<file path="src/rtl/hole_alloc_pkg.sv">
package hole_alloc_pkg;
  typedef enum logic [1:0] {
    POL_FIRST = 2'd0,
    POL_BEST  = 2'd1,
    POL_WORST = 2'd2,
    POL_ALT   = 2'd3
  } policy_e;
endpackage

</file>
<file path="src/rtl/hole_table.sv">
// Hole storage: in-place trimming on grant, lowest-free-slot insertion on release.
module hole_table #(
  parameter int N  = 4,
  parameter int AW = 8,
  parameter int SW = 8,
  parameter int IW = 2
) (
  input  logic                   clk,
  input  logic                   rst_n,
  input  logic                   grant_en,
  input  logic [IW-1:0]          grant_idx,
  input  logic [SW-1:0]          grant_amt,
  input  logic                   free_valid,
  input  logic [AW-1:0]          free_addr,
  input  logic [SW-1:0]          free_size,
  output logic [N-1:0]           ent_vld,
  output logic [N-1:0][AW-1:0]   ent_addr,
  output logic [N-1:0][SW-1:0]   ent_size,
  output logic                   free_overflow
);
  logic [N-1:0]         vld_q, vld_d;
  logic [N-1:0][AW-1:0] addr_q, addr_d;
  logic [N-1:0][SW-1:0] size_q, size_d;
  logic                 ovf_q, ovf_d;
  logic                 slot_found;
  logic [IW-1:0]        slot_idx;
  logic                 tbl_en;

  // lowest-index invalid slot
  always_comb begin
    slot_found = 1'b0;
    slot_idx   = '0;
    for (int i = N - 1; i >= 0; i--) begin
      if (!vld_q[i]) begin
        slot_found = 1'b1;
        slot_idx   = IW'(i);
      end
    end
  end

  always_comb begin
    vld_d  = vld_q;
    addr_d = addr_q;
    size_d = size_q;
    ovf_d  = 1'b0;
    if (grant_en) begin
      addr_d[grant_idx] = addr_q[grant_idx] + AW'(grant_amt);
      size_d[grant_idx] = size_q[grant_idx] - grant_amt;
      if (size_q[grant_idx] == grant_amt) vld_d[grant_idx] = 1'b0;
    end
    // a granted entry is valid, so it never collides with the free slot
    if (free_valid && (free_size != '0)) begin
      if (slot_found) begin
        vld_d[slot_idx]  = 1'b1;
        addr_d[slot_idx] = free_addr;
        size_d[slot_idx] = free_size;
      end else begin
        ovf_d = 1'b1;
      end
    end
  end

  assign tbl_en = grant_en | free_valid;

  always_ff @(posedge clk or negedge rst_n) begin
    if (!rst_n) begin
      vld_q  <= '0;
      addr_q <= '0;
      size_q <= '0;
    end else if (tbl_en) begin
      vld_q  <= vld_d;
      addr_q <= addr_d;
      size_q <= size_d;
    end
  end

  always_ff @(posedge clk or negedge rst_n) begin
    if (!rst_n) ovf_q <= 1'b0;
    else        ovf_q <= ovf_d;
  end

  assign ent_vld       = vld_q;
  assign ent_addr      = addr_q;
  assign ent_size      = size_q;
  assign free_overflow = ovf_q;
endmodule

</file>
<file path="src/rtl/fit_scanner.sv">
// Sequential one-entry-per-cycle scan shared by all placement policies.
module fit_scanner
  import hole_alloc_pkg::*;
#(
  parameter int N  = 4,
  parameter int AW = 8,
  parameter int SW = 8,
  parameter int IW = 2
) (
  input  logic                   clk,
  input  logic                   rst_n,
  input  logic                   req_valid,
  input  logic [SW-1:0]          req_size,
  input  logic [1:0]             req_policy,
  output logic                   req_ready,
  input  logic [N-1:0]           ent_vld,
  input  logic [N-1:0][AW-1:0]   ent_addr,
  input  logic [N-1:0][SW-1:0]   ent_size,
  output logic                   rsp_valid,
  output logic                   rsp_ok,
  output logic [AW-1:0]          rsp_addr,
  output logic                   grant_en,
  output logic [IW-1:0]          grant_idx,
  output logic [SW-1:0]          grant_amt
);
  logic          busy_q, busy_d;
  logic [IW-1:0] idx_q, idx_d;
  logic [SW-1:0] need_q, need_d;
  policy_e       pol_q, pol_d;
  logic          have_q, have_d;
  logic [IW-1:0] bidx_q, bidx_d;
  logic [SW-1:0] bsize_q, bsize_d;
  logic          rv_q, rv_d, rok_q, rok_d;
  logic [AW-1:0] raddr_q, raddr_d;

  logic          first_mode, cur_hit, better, take, last, finish, accept;
  logic          win_have;
  logic [IW-1:0] win_idx;
  logic          scan_en;

  assign first_mode = (pol_q == POL_FIRST) || (pol_q == POL_ALT);
  assign cur_hit    = ent_vld[idx_q] && (ent_size[idx_q] >= need_q);
  assign better     = (pol_q == POL_BEST) ? (ent_size[idx_q] < bsize_q)
                                          : (ent_size[idx_q] > bsize_q);
  assign take       = cur_hit && (first_mode || !have_q || better);
  assign last       = (idx_q == IW'(N - 1));
  assign finish     = busy_q && ((first_mode && cur_hit) || last);
  assign win_have   = have_q || take;
  assign win_idx    = take ? idx_q : bidx_q;
  assign accept     = req_valid && !busy_q;

  assign grant_en  = finish && win_have;
  assign grant_idx = win_idx;
  assign grant_amt = need_q;

  always_comb begin
    busy_d  = busy_q;
    idx_d   = idx_q;
    need_d  = need_q;
    pol_d   = pol_q;
    have_d  = have_q;
    bidx_d  = bidx_q;
    bsize_d = bsize_q;
    rv_d    = 1'b0;
    rok_d   = 1'b0;
    raddr_d = '0;
    if (accept) begin
      if (req_size == '0) begin
        rv_d = 1'b1;
      end else begin
        busy_d  = 1'b1;
        idx_d   = '0;
        need_d  = req_size;
        pol_d   = policy_e'(req_policy);
        have_d  = 1'b0;
        bidx_d  = '0;
        bsize_d = '0;
      end
    end else if (busy_q) begin
      if (take) begin
        have_d  = 1'b1;
        bidx_d  = idx_q;
        bsize_d = ent_size[idx_q];
      end
      if (finish) begin
        busy_d  = 1'b0;
        rv_d    = 1'b1;
        rok_d   = win_have;
        raddr_d = win_have ? ent_addr[win_idx] : '0;
      end else begin
        idx_d = idx_q + IW'(1);
      end
    end
  end

  assign scan_en = accept | busy_q;

  always_ff @(posedge clk or negedge rst_n) begin
    if (!rst_n) begin
      busy_q  <= 1'b0;
      idx_q   <= '0;
      need_q  <= '0;
      pol_q   <= POL_FIRST;
      have_q  <= 1'b0;
      bidx_q  <= '0;
      bsize_q <= '0;
    end else if (scan_en) begin
      busy_q  <= busy_d;
      idx_q   <= idx_d;
      need_q  <= need_d;
      pol_q   <= pol_d;
      have_q  <= have_d;
      bidx_q  <= bidx_d;
      bsize_q <= bsize_d;
    end
  end

  always_ff @(posedge clk or negedge rst_n) begin
    if (!rst_n) begin
      rv_q    <= 1'b0;
      rok_q   <= 1'b0;
      raddr_q <= '0;
    end else begin
      rv_q    <= rv_d;
      rok_q   <= rok_d;
      raddr_q <= raddr_d;
    end
  end

  assign req_ready = !busy_q;
  assign rsp_valid = rv_q;
  assign rsp_ok    = rok_q;
  assign rsp_addr  = raddr_q;
endmodule

</file>
<file path="src/rtl/hole_alloc.sv">
module hole_alloc #(
  parameter int N  = 4,
  parameter int AW = 8,
  parameter int SW = 8
) (
  input  logic          clk,
  input  logic          rst_n,
  input  logic          req_valid,
  output logic          req_ready,
  input  logic [SW-1:0] req_size,
  input  logic [1:0]    req_policy,
  output logic          rsp_valid,
  output logic          rsp_ok,
  output logic [AW-1:0] rsp_addr,
  input  logic          free_valid,
  input  logic [AW-1:0] free_addr,
  input  logic [SW-1:0] free_size,
  output logic          free_overflow
);
  localparam int IW = (N > 1) ? $clog2(N) : 1;

  logic [N-1:0]         ent_vld;
  logic [N-1:0][AW-1:0] ent_addr;
  logic [N-1:0][SW-1:0] ent_size;
  logic                 grant_en;
  logic [IW-1:0]        grant_idx;
  logic [SW-1:0]        grant_amt;

  fit_scanner #(.N(N), .AW(AW), .SW(SW), .IW(IW)) u_scan (
    .clk        (clk),
    .rst_n      (rst_n),
    .req_valid  (req_valid),
    .req_size   (req_size),
    .req_policy (req_policy),
    .req_ready  (req_ready),
    .ent_vld    (ent_vld),
    .ent_addr   (ent_addr),
    .ent_size   (ent_size),
    .rsp_valid  (rsp_valid),
    .rsp_ok     (rsp_ok),
    .rsp_addr   (rsp_addr),
    .grant_en   (grant_en),
    .grant_idx  (grant_idx),
    .grant_amt  (grant_amt)
  );

  hole_table #(.N(N), .AW(AW), .SW(SW), .IW(IW)) u_tbl (
    .clk           (clk),
    .rst_n         (rst_n),
    .grant_en      (grant_en),
    .grant_idx     (grant_idx),
    .grant_amt     (grant_amt),
    .free_valid    (free_valid),
    .free_addr     (free_addr),
    .free_size     (free_size),
    .ent_vld       (ent_vld),
    .ent_addr      (ent_addr),
    .ent_size      (ent_size),
    .free_overflow (free_overflow)
  );
endmodule

</file>
<file path="config.mk">
export PLATFORM = sky130hd
export DESIGN_NAME = hole_alloc
export DESIGN_NICKNAME = d
export VERILOG_FILES = /design/src/rtl/hole_alloc_pkg.sv /design/src/rtl/hole_table.sv /design/src/rtl/fit_scanner.sv /design/src/rtl/hole_alloc.sv
export SDC_FILE = /design/constraint.sdc
export NUM_CORES = 1
export LEC_CHECK = 0
export BUFFER_PORTS_ARGS = -buffer_cell sky130_fd_sc_hd__buf_4
export CORE_MARGIN = 4
export CORE_UTILIZATION = 46
export CTS_CLUSTER_DIAMETER = 60
export DETAILED_ROUTE_END_ITERATION = 10
export PLACE_DENSITY = 0.75
export SETUP_SLACK_MARGIN = 0.2
export SYNTH_ARGS = -nofsm -noshare
export SYNTH_HDL_FRONTEND = slang
export SYNTH_SLANG_ARGS = --single-unit
</file>
<file path="constraint.sdc">
create_clock -name clk -period 5.75 [get_ports clk]
set_input_delay 0.575 -clock clk [delete_from_list [all_inputs] [get_ports clk]]
set_output_delay 0.575 -clock clk [all_outputs]
set_load 0.02 [all_outputs]
</file>
==> results of run 1 <==
cell usage after synthesis (7+ instances only):
master,instances,area [um2]
a21boi_0,9,67.6
a21o_1,11,82.6
a21oi_1,15,75.1
a31oi_1,53,332
and3_1,8,50.1
buf_2,18,90.1
clkbuf_1,26,97.6
dfrtp_1,103,2580
ha_1,33,413
inv_1,27,101
mux2i_1,45,450
mux4_2,8,180
nand2_1,34,128
nand3_1,13,65.1
nand4_1,12,75.1
nor2_1,60,225
nor3_1,7,35.0
o21ai_0,60,300
o22ai_1,10,62.6
o31a_1,9,78.8
o31ai_1,22,165
or3_1,42,263
or4_1,9,67.6
xnor2_1,11,96.3
worst max-delay path, delay by kind of cell (launching register included):
family | cells | cell delay [ns]
AO/OA/AOI/OAI | 8 | 1.24
XOR/XNOR | 1 | 0.12
adder cells (fa/ha/maj) | 3 | 0.97
buffers and inverters | 2 | 0.33
flip-flops | 1 | 0.43
multiplexers | 3 | 0.96
AND/OR/NAND/NOR | 4 | 1.20
state kept, by name, summed over array words and instances (netlist names), 2 cells and up:
signal / flops
u_tbl.ent_addr: 32
u_tbl.ent_size: 32
u_scan.bsize_q: 8
u_scan.grant_amt: 8
u_scan.rsp_addr: 8
u_tbl.ent_vld: 4
u_scan.bidx_q: 2
u_scan.idx_q: 2
u_scan.pol_q: 2
cell families after synthesis:
family / share of synthesized area [%]
AO/OA/AOI/OAI: 20.6
XOR/XNOR: 2.08
adder cells (fa/ha/maj): 6.73
buffers and inverters: 5.47
flip-flops: 38.3
multiplexers: 9.87
AND/OR/NAND/NOR: 17.0
area by class of cell:
| type | instances | area, um2 |
|---|---|---|
| clock buffer | 9 | 225 |
| clock inverter | 7 | 104 |
| fill | 1236 | 6340 |
| inverter | 28 | 105 |
| multi-input combinational | 529 | 3860 |
| sequential | 103 | 2580 |
| tap | 180 | 225 |
| timing repair buffer | 77 | 653 |
what timing repair did:
action / 4_1_cts / 5_1_grt
setup endpoints to repair: 0 / 16
setup buffers: 0 / 14
gates resized for setup: 0 / 17
how the worst max path moves through the flow:
stage | cells after the start | slack, ns | end | startpoint
2_1_floorplan | 21 | 0.39 | u_tbl.ent_addr[15] | u_scan.idx_q[0]
3_3_place_gp | 21 | 0.45 | u_tbl.ent_size[23] | u_scan.idx_q[0]
3_5_place_dp | 21 | 0.36 | u_tbl.ent_size[23] | u_scan.idx_q[0]
4_1_cts | 21 | 0.29 | u_tbl.ent_addr[7] | u_scan.idx_q[0]
5_1_grt | 22 | 0.18 | u_tbl.ent_addr[30] | u_scan.idx_q[0]
6_report | 21 | 0.39 | u_tbl.ent_addr[30] | u_scan.idx_q[0]
metal layers:
layer | wire length [um] | part of all wire, % | up-vias
li1 | - | - | 2721
met1 | 7940 | 42 | 2862
met2 | 8850 | 46 | 316
met3 | 1500 | 7.9 | 50
met4 | 791 | 4.1 | 0
met5 | 0 | 0 | -
per-stage QoR:
| stage | hold WS (ns) | cells | utilization, % | area [um2] | worst slack (ns) |
|---|---|---|---|---|---|
| 4_1_cts | 0.248 | 918 | 53.6 | 7550 | 0.285 |
| 5_1_grt | 0.287 | 933 | 55.0 | 7750 | 0.177 |
| 3_5_place_dp | 0.492 | 902 | 51.2 | 7220 | 0.356 |
| 3_3_place_gp | 0.475 | 902 | 51.2 | 7220 | 0.453 |
| 2_1_floorplan | 0.279 | 715 | - | 6730 | 0.386 |
| 6_report | 0.222 | 933 | 55.0 | 7750 | 0.394 |
==> results.ini, run 1 <==
[layout]
nets = 813
final_common_cell = dfrtp_1
mostFrequentLayoutCells = dfrtp_1 (102), buf_4 (70), o21ai_0 (59), nor2_1 (59), a31oi_1 (52)
num_antenna_cells = 0
drive_above_1_share_pct = 18.7
area_growth_pct = 15.2

[detailed_routing]
first_iter_violations = 735
viasPerCell = 6.38
ant_nets = 0
wire_per_inst_um = 20.5
drc = 0
wirelength_um = 19100
drt_first_pass_iters = 6
routed-via-count = 5949

[placed_design]
hpwlAfterDp_um = 13100
gp_congestion = 0.923
io_buffer_count = 41

[floorplanning]
die_y_um = 129
core_region_area_um2 = 14100
fp.dieW_um = 129
dieArea_um2 = 16600
io-pin-count = 42
row_count = 43
initial_core_util_pct = 47.7

[clock_tree]
root_buffer = clkbuf_16
cts_hold_buf = 0
numCtsBuffers = 9
cts_tree = yes
clkTransAtPathRegs_ns = 0.07
clk_latency_ns = 0.36
htreeDepth = 3
clockBufferDepth = 2
cts.sinks = 103

[critical_path]
slowest_delay_ns = 0.55
ff2ff_setup_slack_ns = 0.39
crit_chain = buf_6 > mux4_2 > ha_1 > nor2b_1 > o211ai_2 > a21oi_2 > or4_4 > a31oi_2 > or2_2 > buf_12 > mux2i_2 > mux2i_1 > ha_1 > fa_1 > a21o_1 > a21oi_2 > o21ai_0 > a21oi_1 > xor2_1 > or3_1 > a31oi_1
startpoint_type = register
rr_worst_depth = 21
cp.arrival_ns = 5.63
crit_slowest_cell = mux4_2
r2r_end = u_tbl.ent_addr[30]
endpoint_kind = register
required_ns = 6.02
r2r-start = u_scan.idx_q[0]
path_max_fanout = 23
crit_type = register to register

[sta]
finalCriticalPeriod_ns = 5.36
hold_viol_final = 0
fin_skew_ns = 0.00897
slew_headroom_pct = 20.4
worst_pin_slew_ns = 1.19
period_share_pct = 93.2
tns_ns = 0
fmax_mhz = 187
setup_violations = 0
maxSlewViolCount = 0
rsz0062_at_grt = false

[synthesis]
ys_seq_area_share_pct = 38.3
yosys_warnings = 0
syn-mean-instance-area_um2 = 9.41
ys_types = 60
synth-edff-count = 0
synthArstFlopShare_pct = 100
synth_cells = 715
syn_nets = 780
synthesis.area_um2 = 6730
synth_ff_type = dfrtp_1
ys_seq_elements = 103

[global_route]
grt_pass1_wl_um = 30500
use_met1_pct = 32.7
grt_usage_pct = 23.4
antenna_found_initial = 0
grtUsageMet2_pct = 35.6
met3_usage_pct = 3.49
grt_max_degree = 61
overflow = 0
top_usage_layer = met2
grt_pass1_vias = 5726

[run]
maxCapViolCount = 0

[hold_path]
hp-class = primary input to async pin

[status]
outcome = finished, final reports clean

Power of run 1 is not shown: default switching activity piles up to over one toggle a cycle in this logic, so the estimate is an artifact.
==> run 2, diff against run 1 <==
--- a/config.mk
+++ b/config.mk
@@ -8,6 +8,7 @@
 export BUFFER_PORTS_ARGS = -buffer_cell sky130_fd_sc_hd__buf_4
 export CORE_MARGIN = 4
 export CORE_UTILIZATION = 46
+export CTS_BUF_LIST = sky130_fd_sc_hd__clkbuf_4 sky130_fd_sc_hd__clkbuf_8
 export CTS_CLUSTER_DIAMETER = 60
 export DETAILED_ROUTE_END_ITERATION = 10
 export PLACE_DENSITY = 0.75
==> run 2 against run 1 <==
  * Cell count shrank 0.32%
  * Clock-buffer cell count is the same
  * First-iteration DRC count shrank 13%
  * Die area is the same
  * Via count is essentially flat
  * Maximum frequency shrank 0.18%
  * Wire length grew 0.72%
  * Non-clock buffer count shrank 4
  * Critical path type unchanged
  * Register-to-register slack is essentially flat
  * Flip-flop and latch count is the same
  * Sequential share of layout area grew 0.53 points
  * Clock skew grew 0.012 ns
==> results.ini, run 2 (synthesis gave the netlist of run 1 again) <==
[clock_tree]
root_buffer = clkbuf_8
htreeDepth = 3  ; unchanged
clk_latency_ns = 0.40  ; +0.04 ns
clkTransAtPathRegs_ns = 0.11  ; +0.04 ns
cts.sinks = 103  ; unchanged
numCtsBuffers = 9  ; unchanged
cts_tree = yes
clockBufferDepth = 2  ; unchanged

[sta]
hold_viol_final = 0  ; unchanged
fmax_mhz = 186  ; -0.18%
tns_ns = 0  ; unchanged
slew_headroom_pct = 20.4  ; -0.080 points
rsz0062_at_grt = false
maxSlewViolCount = 0  ; unchanged
setup_violations = 0  ; unchanged
finalCriticalPeriod_ns = 5.37  ; +0.00969 ns
period_share_pct = 93.3  ; +0.17 points
fin_skew_ns = 0.0205  ; +0.0116 ns
worst_pin_slew_ns = 1.19  ; +0.00120 ns

[critical_path]
endpoint_kind = register
critPathTopFamily = compound AO/OA/AOI/OAI gates
crit_chain = buf_6 > mux4_2 > ha_1 > nor2b_1 > o211ai_2 > a21oi_2 > or4_4 > a31oi_2 > or2_2 > buf_12 > mux2i_2 > mux2i_1 > ha_1 > fa_1 > a21o_1 > a21oi_2 > o21ai_0 > a21oi_1 > xor2_1 > or3_1 > a31oi_1
critPathBufInv = 2  ; unchanged
slowest_delay_ns = 0.55  ; about the same
path_max_fanout = 23  ; unchanged
cp.arrival_ns = 5.68  ; +0.05 ns
crit_type = register to register
startpoint_type = register
crit_slowest_cell = mux4_2
required_ns = 6.06  ; +0.04 ns

[layout]
fin_area_um2 = 7630  ; -1.6%
final_common_cell = dfrtp_1
n_fill_cell = 1259  ; +1.9%
drive_above_1_share_pct = 18.4  ; -0.33 points
mostFrequentLayoutCells = dfrtp_1 (102), buf_4 (65), o21ai_0 (60)
num_antenna_cells = 0  ; unchanged
nets = 810  ; -0.37%
area_growth_pct = 13.4

[global_route]
antenna_found_initial = 0  ; unchanged
grt_pass1_wl_um = 30300  ; -0.75%
grt_usage_pct = 23.2  ; -0.20 points
overflow = 0  ; unchanged
grt_max_degree = 61  ; unchanged
grt_pass1_vias = 5740  ; +0.24%

[placed_design]
place_area_um2 = 7220  ; unchanged
gp_congestion = 0.923  ; unchanged
hpwlAfterDp_um = 13100  ; unchanged
io_buffer_count = 41  ; unchanged

[floorplanning]
row_count = 43  ; unchanged
fp.dieW_um = 129  ; unchanged
io-pin-count = 42  ; unchanged
initial_core_util_pct = 47.7  ; unchanged
dieArea_um2 = 16600  ; unchanged
core_region_area_um2 = 14100  ; unchanged
die_y_um = 129  ; unchanged

[detailed_routing]
first_iter_violations = 640  ; -13%
viasPerCell = 6.39  ; +0.27%
ant_nets = 0  ; unchanged
drt_first_pass_iters = 5  ; -1
routed-via-count = 5946  ; -0.050%
wirelength_um = 19200  ; +0.72%
drc = 0  ; unchanged
wire_per_inst_um = 20.7  ; +1.0%

[run]
maxCapViolCount = 0  ; unchanged

[status]
outcome = finished, final reports clean

[hold_path]
hp-class = primary input to async pin

## run 2: what timing repair did
action                                 CTS  global route
endpoints found under the hold margin    0             0
resized for setup                        0            15
setup buffers                            0            10
hold buffers                             0             0
setup endpoints to repair                0            16
## run 2: through the flow
step	instances	hold WS, ns	utilization, %	worst slack (ns)
floorplan	715	0.279	-	0.386
global placement	902	0.475	51.2	0.453
detailed placement	902	0.492	51.2	0.356
CTS	918	0.199	52.9	0.325
global route	930	0.234	54.2	0.191
finish	930	0.180	54.2	0.384
## run 2: worst paths after layout
path | start | end | slack (ns) | cells after the start
max | u_scan.idx_q[0] | u_tbl.ent_addr[30] | 0.38 | 21
min | rst_n | u_scan.bsize_q[6] | 0.18 | 1
max reg2reg | u_scan.idx_q[0] | u_tbl.ent_addr[30] | 0.38 | 21
min reg2reg | u_scan.pol_q[0] | u_scan.pol_q[0] | 0.51 | 2
max in group asynchronous | rst_n | u_tbl.ent_addr[30] | 4.37 | 2
min in group clk | req_policy[0] | u_scan.pol_q[0] | 0.37 | 3
## run 2: per-layer routing
layer	track usage, %	vias up	wire length (um)
li1	-	2714	-
met5	0	-	0
met2	35.2	279	9040
met1	32.2	2918	8060
met3	3.94	35	1490
met4	11.6	0	645
## run 2: area by class of cell
class	instances	area (um2)	share of cell area [%]
clock buffers	9	124	1.62
clock inverters	7	104	1.36
inverters	28	105	1.38
multi-input cells	530	3860	50.6
flip-flops and latches	103	2580	33.8
well taps	180	225	2.95
repair buffers	73	636	8.33
Power of run 2 is left out for the same reason.
